===== src/rtl/hsf_pkg.sv =====
package hsf_pkg;
  function automatic int unsigned idx_bits(int unsigned d);
    return (d < 2) ? 1 : $clog2(d);
  endfunction
  function automatic int unsigned cnt_bits(int unsigned d);
    return $clog2(d + 1);
  endfunction
endpackage


===== src/rtl/hsf_next_good.sv =====
module hsf_next_good #(
  parameter int DEPTH = 8,
  parameter int IW    = 3
) (
  input  logic [IW-1:0]    cur,
  input  logic [DEPTH-1:0] bad,
  output logic [IW-1:0]    nxt,
  output logic             found
);
  // Search the ring after cur. The nearest good slot wins, because the
  // loop runs from the farthest offset down to the nearest one.
  always_comb begin
    nxt   = cur;
    found = 1'b0;
    for (int k = DEPTH; k >= 1; k--) begin
      if (!bad[(int'(cur) + k) % DEPTH]) begin
        nxt   = IW'((int'(cur) + k) % DEPTH);
        found = 1'b1;
      end
    end
  end
endmodule


===== src/rtl/hsf_popcnt.sv =====
module hsf_popcnt #(
  parameter int N  = 8,
  parameter int CW = 4
) (
  input  logic [N-1:0]  vec,
  output logic [CW-1:0] ones
);
  always_comb begin
    ones = '0;
    for (int i = 0; i < N; i++) ones = ones + CW'(vec[i]);
  end
endmodule


===== src/rtl/hsf_store.sv =====
module hsf_store #(
  parameter int DEPTH = 8,
  parameter int WIDTH = 16,
  parameter int IW    = 3
) (
  input  logic             clk,
  input  logic             we,
  input  logic [IW-1:0]    waddr,
  input  logic [WIDTH-1:0] wdata,
  input  logic [IW-1:0]    raddr,
  output logic [WIDTH-1:0] rdata
);
  logic [WIDTH-1:0] slots [DEPTH];

  always_ff @(posedge clk) begin
    if (we) slots[waddr] <= wdata;
  end

  assign rdata = slots[raddr];
endmodule


===== src/rtl/hole_skip_fifo.sv =====
module hole_skip_fifo
  import hsf_pkg::*;
#(
  parameter int DEPTH = 8,
  parameter int WIDTH = 16
) (
  input  logic             clk,
  input  logic             rst_n,
  input  logic             in_valid,
  output logic             in_ready,
  input  logic [WIDTH-1:0] in_data,
  output logic             out_valid,
  input  logic             out_ready,
  output logic [WIDTH-1:0] out_data,
  input  logic             map_we,
  input  logic [DEPTH-1:0] map_bits,
  output logic             full,
  output logic             empty,
  output logic             unusable,
  output logic             push_err,
  output logic             pop_err
);
  localparam int IW = idx_bits(DEPTH);
  localparam int CW = cnt_bits(DEPTH);

  logic [DEPTH-1:0] fmap;
  logic [IW-1:0]    head, tail, head_nx, tail_nx, first_good;
  logic [CW-1:0]    occ, bad_cnt, good_cnt;
  logic             head_f, tail_f, first_f;
  logic             do_push, do_pop, map_take;

  hsf_popcnt #(.N(DEPTH), .CW(CW)) u_bad_count (.vec(fmap), .ones(bad_cnt));

  hsf_next_good #(.DEPTH(DEPTH), .IW(IW)) u_tail_step (
    .cur(tail), .bad(fmap), .nxt(tail_nx), .found(tail_f));
  hsf_next_good #(.DEPTH(DEPTH), .IW(IW)) u_head_step (
    .cur(head), .bad(fmap), .nxt(head_nx), .found(head_f));
  // A search that starts after the last slot wraps round to slot 0 first.
  hsf_next_good #(.DEPTH(DEPTH), .IW(IW)) u_first (
    .cur(IW'(DEPTH - 1)), .bad(map_bits), .nxt(first_good), .found(first_f));

  hsf_store #(.DEPTH(DEPTH), .WIDTH(WIDTH), .IW(IW)) u_store (
    .clk(clk), .we(do_push), .waddr(tail), .wdata(in_data),
    .raddr(head), .rdata(out_data));

  assign good_cnt  = CW'(DEPTH) - bad_cnt;
  assign full      = (occ == good_cnt);
  assign empty     = (occ == '0);
  assign unusable  = (good_cnt == '0);
  assign in_ready  = !full && !map_we;
  assign out_valid = !empty;
  assign do_push   = in_valid && in_ready;
  assign do_pop    = out_valid && out_ready;
  assign map_take  = map_we && empty;

  always_ff @(posedge clk) begin
    if (!rst_n) begin
      fmap     <= '0;
      head     <= '0;
      tail     <= '0;
      occ      <= '0;
      push_err <= 1'b0;
      pop_err  <= 1'b0;
    end else begin
      push_err <= in_valid && full;
      pop_err  <= out_ready && empty;
      if (map_take) begin
        fmap <= map_bits;
        head <= first_f ? first_good : '0;
        tail <= first_f ? first_good : '0;
      end else begin
        if (do_push && tail_f) tail <= tail_nx;
        if (do_pop && head_f)  head <= head_nx;
        case ({do_push, do_pop})
          2'b10:   occ <= occ + 1'b1;
          2'b01:   occ <= occ - 1'b1;
          default: occ <= occ;
        endcase
      end
    end
  end
endmodule


===== config.mk =====
export PLATFORM = sky130hd
export DESIGN_NAME = hole_skip_fifo
export DESIGN_NICKNAME = d
export VERILOG_FILES = /design/src/rtl/hsf_pkg.sv /design/src/rtl/hsf_next_good.sv /design/src/rtl/hsf_popcnt.sv /design/src/rtl/hsf_store.sv /design/src/rtl/hole_skip_fifo.sv
export SDC_FILE = /design/constraint.sdc
export NUM_CORES = 1
export LEC_CHECK = 0
export BUFFER_PORTS_ARGS = -buffer_cell sky130_fd_sc_hd__buf_4
export CORE_MARGIN = 8
export CORE_UTILIZATION = 59
export DETAILED_ROUTE_END_ITERATION = 16
export PLACE_DENSITY_LB_ADDON = 0.05
export REMOVE_ABC_BUFFERS = 1
export SYNTH_ARGS = -nofsm -noshare
export SYNTH_HDL_FRONTEND = slang
export SYNTH_SLANG_ARGS = --single-unit

===== constraint.sdc =====
create_clock -name clk -period 12.7 [get_ports clk]
set_input_delay 2.54 -clock clk [delete_from_list [all_inputs] [get_ports clk]]
set_output_delay 2.54 -clock clk [all_outputs]
set_load 0.02 [all_outputs]

## Yosys cells after proc, flatten, opt, wreduce, memory -nomap -nowiden

Memory sizes are Yosys's and may differ from the RTL's. A register that Yosys moved wholly into a read port is not among the register bits.
Index checks and enable logic that the tools add are counted.

- Add/sub/neg operators: 26
- Order comparisons: 16
- Bitwise logic cells: 17
- Equality and inequality tests: 5
- Multipliers: 0
- Reduce and logical (&&, ||, !) cells: 35
- Div/mod/pow operators: 0
- Mux-type cells: 105
- Shifts and indexed selects: 0

Operators with widths:

| operator | number |
|---|---|
| 2-to-1 mux 3 bit | 27 |
| less-than comparator 4 x 5 -> 1 bit (second input constant) | 16 |
| 2-to-1 mux 1 bit | 59 |
| binary-select mux 1 bit (select 3 bit) | 16 |
| OR reduction 3 bit | 16 |
| adder 3 bit (second input constant) | 8 |
| adder 4 x 1 -> 4 bit | 6 |
| inequality test 9 bit (second input constant) | 2 |
| AND 1 bit (first input constant) | 16 |
| adder 3 x 1 -> 3 bit (second input constant) | 4 |
| adder 3 x 2 -> 3 bit (second input constant) | 4 |
| logical AND 1 bit | 8 |
| logical NOT 4 bit | 2 |
| one-hot mux 4 bit (2 select lines) | 1 |
| AND reduction 2 bit | 3 |
| nonzero test 2 bit | 3 |
| adder 4 x 1 -> 4 bit (second input constant) | 1 |
| == test 4 bit | 1 |
| 2-to-1 mux 2 bit | 2 |
| subtractor 4 x 1 -> 4 bit (second input constant) | 1 |
| subtractor 4 bit (first input constant) | 1 |
| logical NOT 1 bit | 3 |
| adder 1 x 1 -> 2 bit | 1 |
| == test 2 x 1 -> 1 bit (second input constant) | 1 |
| other kinds (2) | 2 |

- Word-level logic and storage cells: 211
- RAM bits: 128
- Memories kept: 1
- Bits in registers: 20
- Memory bits (read-only): 0
- Latch bits: 0

Memory list:

| name | depth | bits a word | rd ports | clocked after memory_dff | write ports | line | RTL |
|---|---|---|---|---|---|---|---|
| u_store.slots | 8 | 16 | 1 | 1 | 1 | hsf_store.sv:13 | `logic [WIDTH-1:0] slots [DEPTH];` |

## Logic depth before layout (Yosys ltp)

- Word-level depth: 19
- Gate-level depth with buffers: 23
- Gate-level depth less buffers: 22

## Hierarchy

A second synthesis with hierarchy kept.

- Cells, all modules: 604
- Area, all modules: 8570.7 um2

Modules (own cells, without submodules):

| module | times used | area each (um2) | sequential area each (um2) | cells each |
|---|---|---|---|---|
| hsf_store | 1 | 4973.5 | 3843.7 | 198 |
| hsf_next_good | 3 | 772.0 | 0.0 | 82 |
| hole_skip_fifo | 1 | 1091.0 | 400.4 | 136 |
| hsf_popcnt | 1 | 190.2 | 0.0 | 24 |

## Worst setup path after synthesis

Ideal clock, no wire load.

- Kind: flip-flop to output port
- From: register fmap[4]
- To: output port in_ready
- Path buffers: 1
- Stages on the path, launching flop included: 13
- Path slack: 6.263 ns
- Arrival time: 3.897 ns
- Path through: dfxtp_1 clkbuf_1 inv_1 fa_1 ha_1 fa_1 inv_1 fa_1 inv_1 ha_1 xor2_1 nor4_1 nor2_1

- Cells in the longest elaborated chain, start to end: 8

Ends and longest elaborated chain:

| element | line | RTL |
|---|---|---|
| from (decl) | hole_skip_fifo.sv:26 | `logic [DEPTH-1:0] fmap;` |
| from (signal assigned) | hole_skip_fifo.sv:68 | `fmap <= map_bits;` |
| adder 4 x 1 -> 4 bit (4 in series) | hsf_popcnt.sv:10 | `for (int i = 0; i < N; i++) ones = ones + CW'(vec[i]);` |
| subtractor 4 bit | hole_skip_fifo.sv:46 | `assign good_cnt = CW'(DEPTH) - bad_cnt;` |
| == test 4 bit | hole_skip_fifo.sv:47 | `assign full = (occ == good_cnt);` |
| via full | hole_skip_fifo.sv:17 | `output logic full,` |
| logical NOT 1 bit | hole_skip_fifo.sv:50 | `assign in_ready = !full && !map_we;` |
| logical AND 1 bit | hole_skip_fifo.sv:50 |  |
| to (decl) | hole_skip_fifo.sv:10 | `output logic in_ready,` |

The timed path passes the listed nets, and every way through them passes these cells.

## Worst setup path after layout

- From: register fmap[4]
- To: output port in_ready

- Cells in the longest elaborated chain, start to end: 8

Ends and longest elaborated chain:

| element | line |
|---|---|
| adder 4 x 1 -> 4 bit (4 in series) | hsf_popcnt.sv:10 |
| subtractor 4 bit | hole_skip_fifo.sv:46 |
| == test 4 bit | hole_skip_fifo.sv:47 |
| logical NOT 1 bit | hole_skip_fifo.sv:50 |
| logical AND 1 bit | hole_skip_fifo.sv:50 |

No other way between the ends.

==> out/results.tsv <==
stage	metric	value	unit
outcome	status	completed	
grt	initial antenna violation count	0	
die	die height	130	um
pwr	switching power	0.768	mW
sta	minimum clock period	6.62	ns
drt	First-pass DRT Iterations	5	
sta	Clock Skew	0.00917	ns
setup_path	crit path to	in_ready	
yosys	Yosys top cell area share	0.504	
sta	sum of negative setup slack	0	ns
layout	most common cell after layout, fill and taps aside	edfxtp_1	
drt	WL per Instance	20.8	um
pwr	Worst VDD drop	157	uV
sta	Min Hold Slack	0.525	ns
yosys	Async SR Flop Fraction	0	
pwr	Power, Total	2.09	mW
clocking	clk root buf	clkbuf_16	
drt	WL final	15.3	mm
place	DP Worst Slack	6.52	ns
drt	drt drc	0	
setup_path	crit-path cells	inv_1 -> fa_1 -> ha_1 -> fa_1 -> inv_1 -> fa_1 -> inv_1 -> ha_1 -> xor2_1 -> nor4_1 -> nor2_1 -> buf_4	
clocking	clock latency on the worst-skew pair	0.42	ns
drt	antenna-violating nets left	0	
setup_path	Worst Setup SP	fmap[4]	
yosys	Synth cell types	59	
die	Starting Density	0.604	
clocking	CTS tree	done	
clocking	# hold bufs at CTS	0	
setup_path	CP max-delay cell	nor4_1	
yosys	post-synthesis sequential area ratio	0.564	
grt	total grt overflow	0	
place	Final HPWL DP	9.82	mm
yosys	Cell Area, Synth	7620	um^2
sta	Least-Margin Pin Slew	1.01	ns
yosys	Avg Cell Area, Syn	15.0	um^2
sta	slew margin rel.	0.325	
layout	share of layout cells above drive strength 1	0.289	
sta	final setup vio count	0	
setup_path	CP required	10.16	ns
drt	routed via count	4589	
clocking	clock tree buffer depth	2	
die	Ports	52	
sta	max-slew violation count	0	
yosys	Post-synth EDFFs	128	
grt	first-pass GRT wire length	24.7	mm
clocking	CTS H-tree lvls	4	
clocking	setup bufs post-CTS	0	
layout	Syn-to-layout area delta	13.3	%
drt	via/cell ratio	6.24	
setup_path	largest stage delay on the critical path	0.59	ns
die	Die Footprint	16800	um^2
yosys	Top FF cell, synth	edfxtp_1	
sta	setup ws final	6.08	ns
layout	Nets	603	
grt	largest net degree at the start of global routing	33	
sta	Tcrit/Tclk final	0.521	
yosys	#FFs+latches synth	151	
pwr	PD cells	242	nW/um^2
clocking	CTS sink count	151	
die	Die X	130	um
setup_path	critical path type	flip-flop to output pin	
layout	# diodes	0	
pwr	Reg power frac	0.323	
pwr	Clk network pwr share	0.214	
flow_run	max-cap check violation count	0	
setup_path	crit path DAT	4.08	ns
setup_path	startpoint types	flip-flop	
sta	Fin. Hold Viols	0	
yosys	Synth area leaders	edfxtp_1 50%, mux4_2 14%, dfxtp_1 6.0%, ha_1 3.1%, mux2_2 3.0%	
setup_path	CP endpoint kind	output pin	
yosys	post-synth top area cell	edfxtp_1	
clocking	CTS clk-pin slew, worst paths	0.06	ns
place	I/O Buffers	51	
setup_path	r2r startpoint	fmap[4]	
layout	Final Core Density	0.684	
die	# rows	41	
min_path	Hold Path Class	flip-flop to flip-flop	
setup_path	Worst Reg2Reg Path Length in Cells	20	
setup_path	r2r endpoint	occ[3]	
setup_path	Worst R2R Setup Slack	7.31	ns
place	GP Congestion	0.853	
sta	RSZ-0062 raised after global routing	no	
pwr	Leak Pwr	3.00	nW
layout	most frequent cells in the layout	128 x edfxtp_1, 60 x buf_4, 49 x mux4_2	
grt	vias in the first global route	4644	
yosys	Syn. warnings	0	
pwr	Switching Share	0.368	
die	core area	12600	um^2
setup_path	maximum fanout along the worst path	13	
pwr	Logic pwr share	0.462	
drt	DRT iter0 DRCs	361	
clocking	PostCTS Resize Cnt	0	
yosys	Cells after Synth	507	
grt	Tot GR Track Use	0.195	
clocking	CTS buffer count	17	
pwr	internal power	1.32	mW
sta	fmax	151	MHz
## worst min path at each step
stage           start      to  slack (ns)  depth (start not counted)
6_report       occ[2]  occ[2]        0.53                          2
4_1_cts        occ[2]  occ[2]        0.54                          2
3_3_place_gp   occ[2]  occ[2]        0.52                          2
3_5_place_dp   occ[2]  occ[2]        0.53                          2
5_1_grt        occ[2]  occ[2]        0.58                          2
2_1_floorplan  occ[2]  occ[2]        0.48                          2
## power groups by stage
stage               Combinational [mW]  Sequential (mW)  Clock (mW)
floorplan                        0.668            0.700           0
global placement                 0.951            0.680           0
detailed placement               0.971            0.684           0
CTS                              0.976            0.675       0.454
global route                      1.05            0.685       0.477
finish                           0.965            0.675       0.448
## worst max-delay path: cells and delay by family (launching register included)
family                     cells  cell delay (ns)
xor gates and xnor gates       1             0.17
buffers and inverters          4             0.41
and+or+nand+nor                2             0.67
adders and majority gates      5             1.87
DFF                            1             0.54
## cell type report
cell class                      instances  area [um^2]
Clock inverter                         11         83.8
Tap cell                              172          215
Timing Repair Buffer                   60          450
Fill cell                             889         3980
Inverter                               35          131
Clock buffer                           21          440
Sequential cell                       151         4310
Multi-Input combinational cell        286         3010
## flip-flops by register name, summed over array words and instances (netlist names), named ones only
signal         flops
head               3
u_store.slots    128
push_err           1
tail               3
fmap               8
occ                4
pop_err            1
## layer usage
layer  vias up  track usage  routed length [um]
met3        27       0.0440                 806
met2       142        0.332                7990
li1       2064            -                   -
met5         -            0                   0
met1      2356        0.236                6180
met4         0       0.0820                 314
## synthesized netlist by cell type, types with 4 or more instances
master and instances:
inv_1 34, o21ai_0 10, xor2_1 6, mux2i_1 16, ha_1 19, nor3_1 6, clkbuf_1 19, o211ai_1 5
and2_1 4, o221ai_1 4, edfxtp_1 128, buf_1 5, nor2_1 19, clkbuf_8 4, nand3_1 7, nand2_1 28
buf_2 4, mux2_2 20, o31ai_1 4, fa_1 4, and3_1 7, mux4_2 49, xnor2_1 8, a21boi_0 12
dfxtp_1 23, a21oi_1 10
## cells by family after synthesis
logic type                 Yosys count  share of synthesized area
xor gates and xnor gates            15                     0.0192
and+or+nand+nor                     90                     0.0591
AOI/OAI and AO/OA                   69                     0.0653
buffers and inverters               70                     0.0427
adders and majority gates           23                     0.0417
muxes                               89                      0.208
DFF                                151                      0.564
## metrics by stage
step	instances	instance area, um^2
after floorplan	472	7430
after global placement	704	8110
final	736	8640
after global routing	736	8640
after detailed placement	704	8110
after CTS	736	8640
Note: power is estimated with default switching activity, not from simulation.
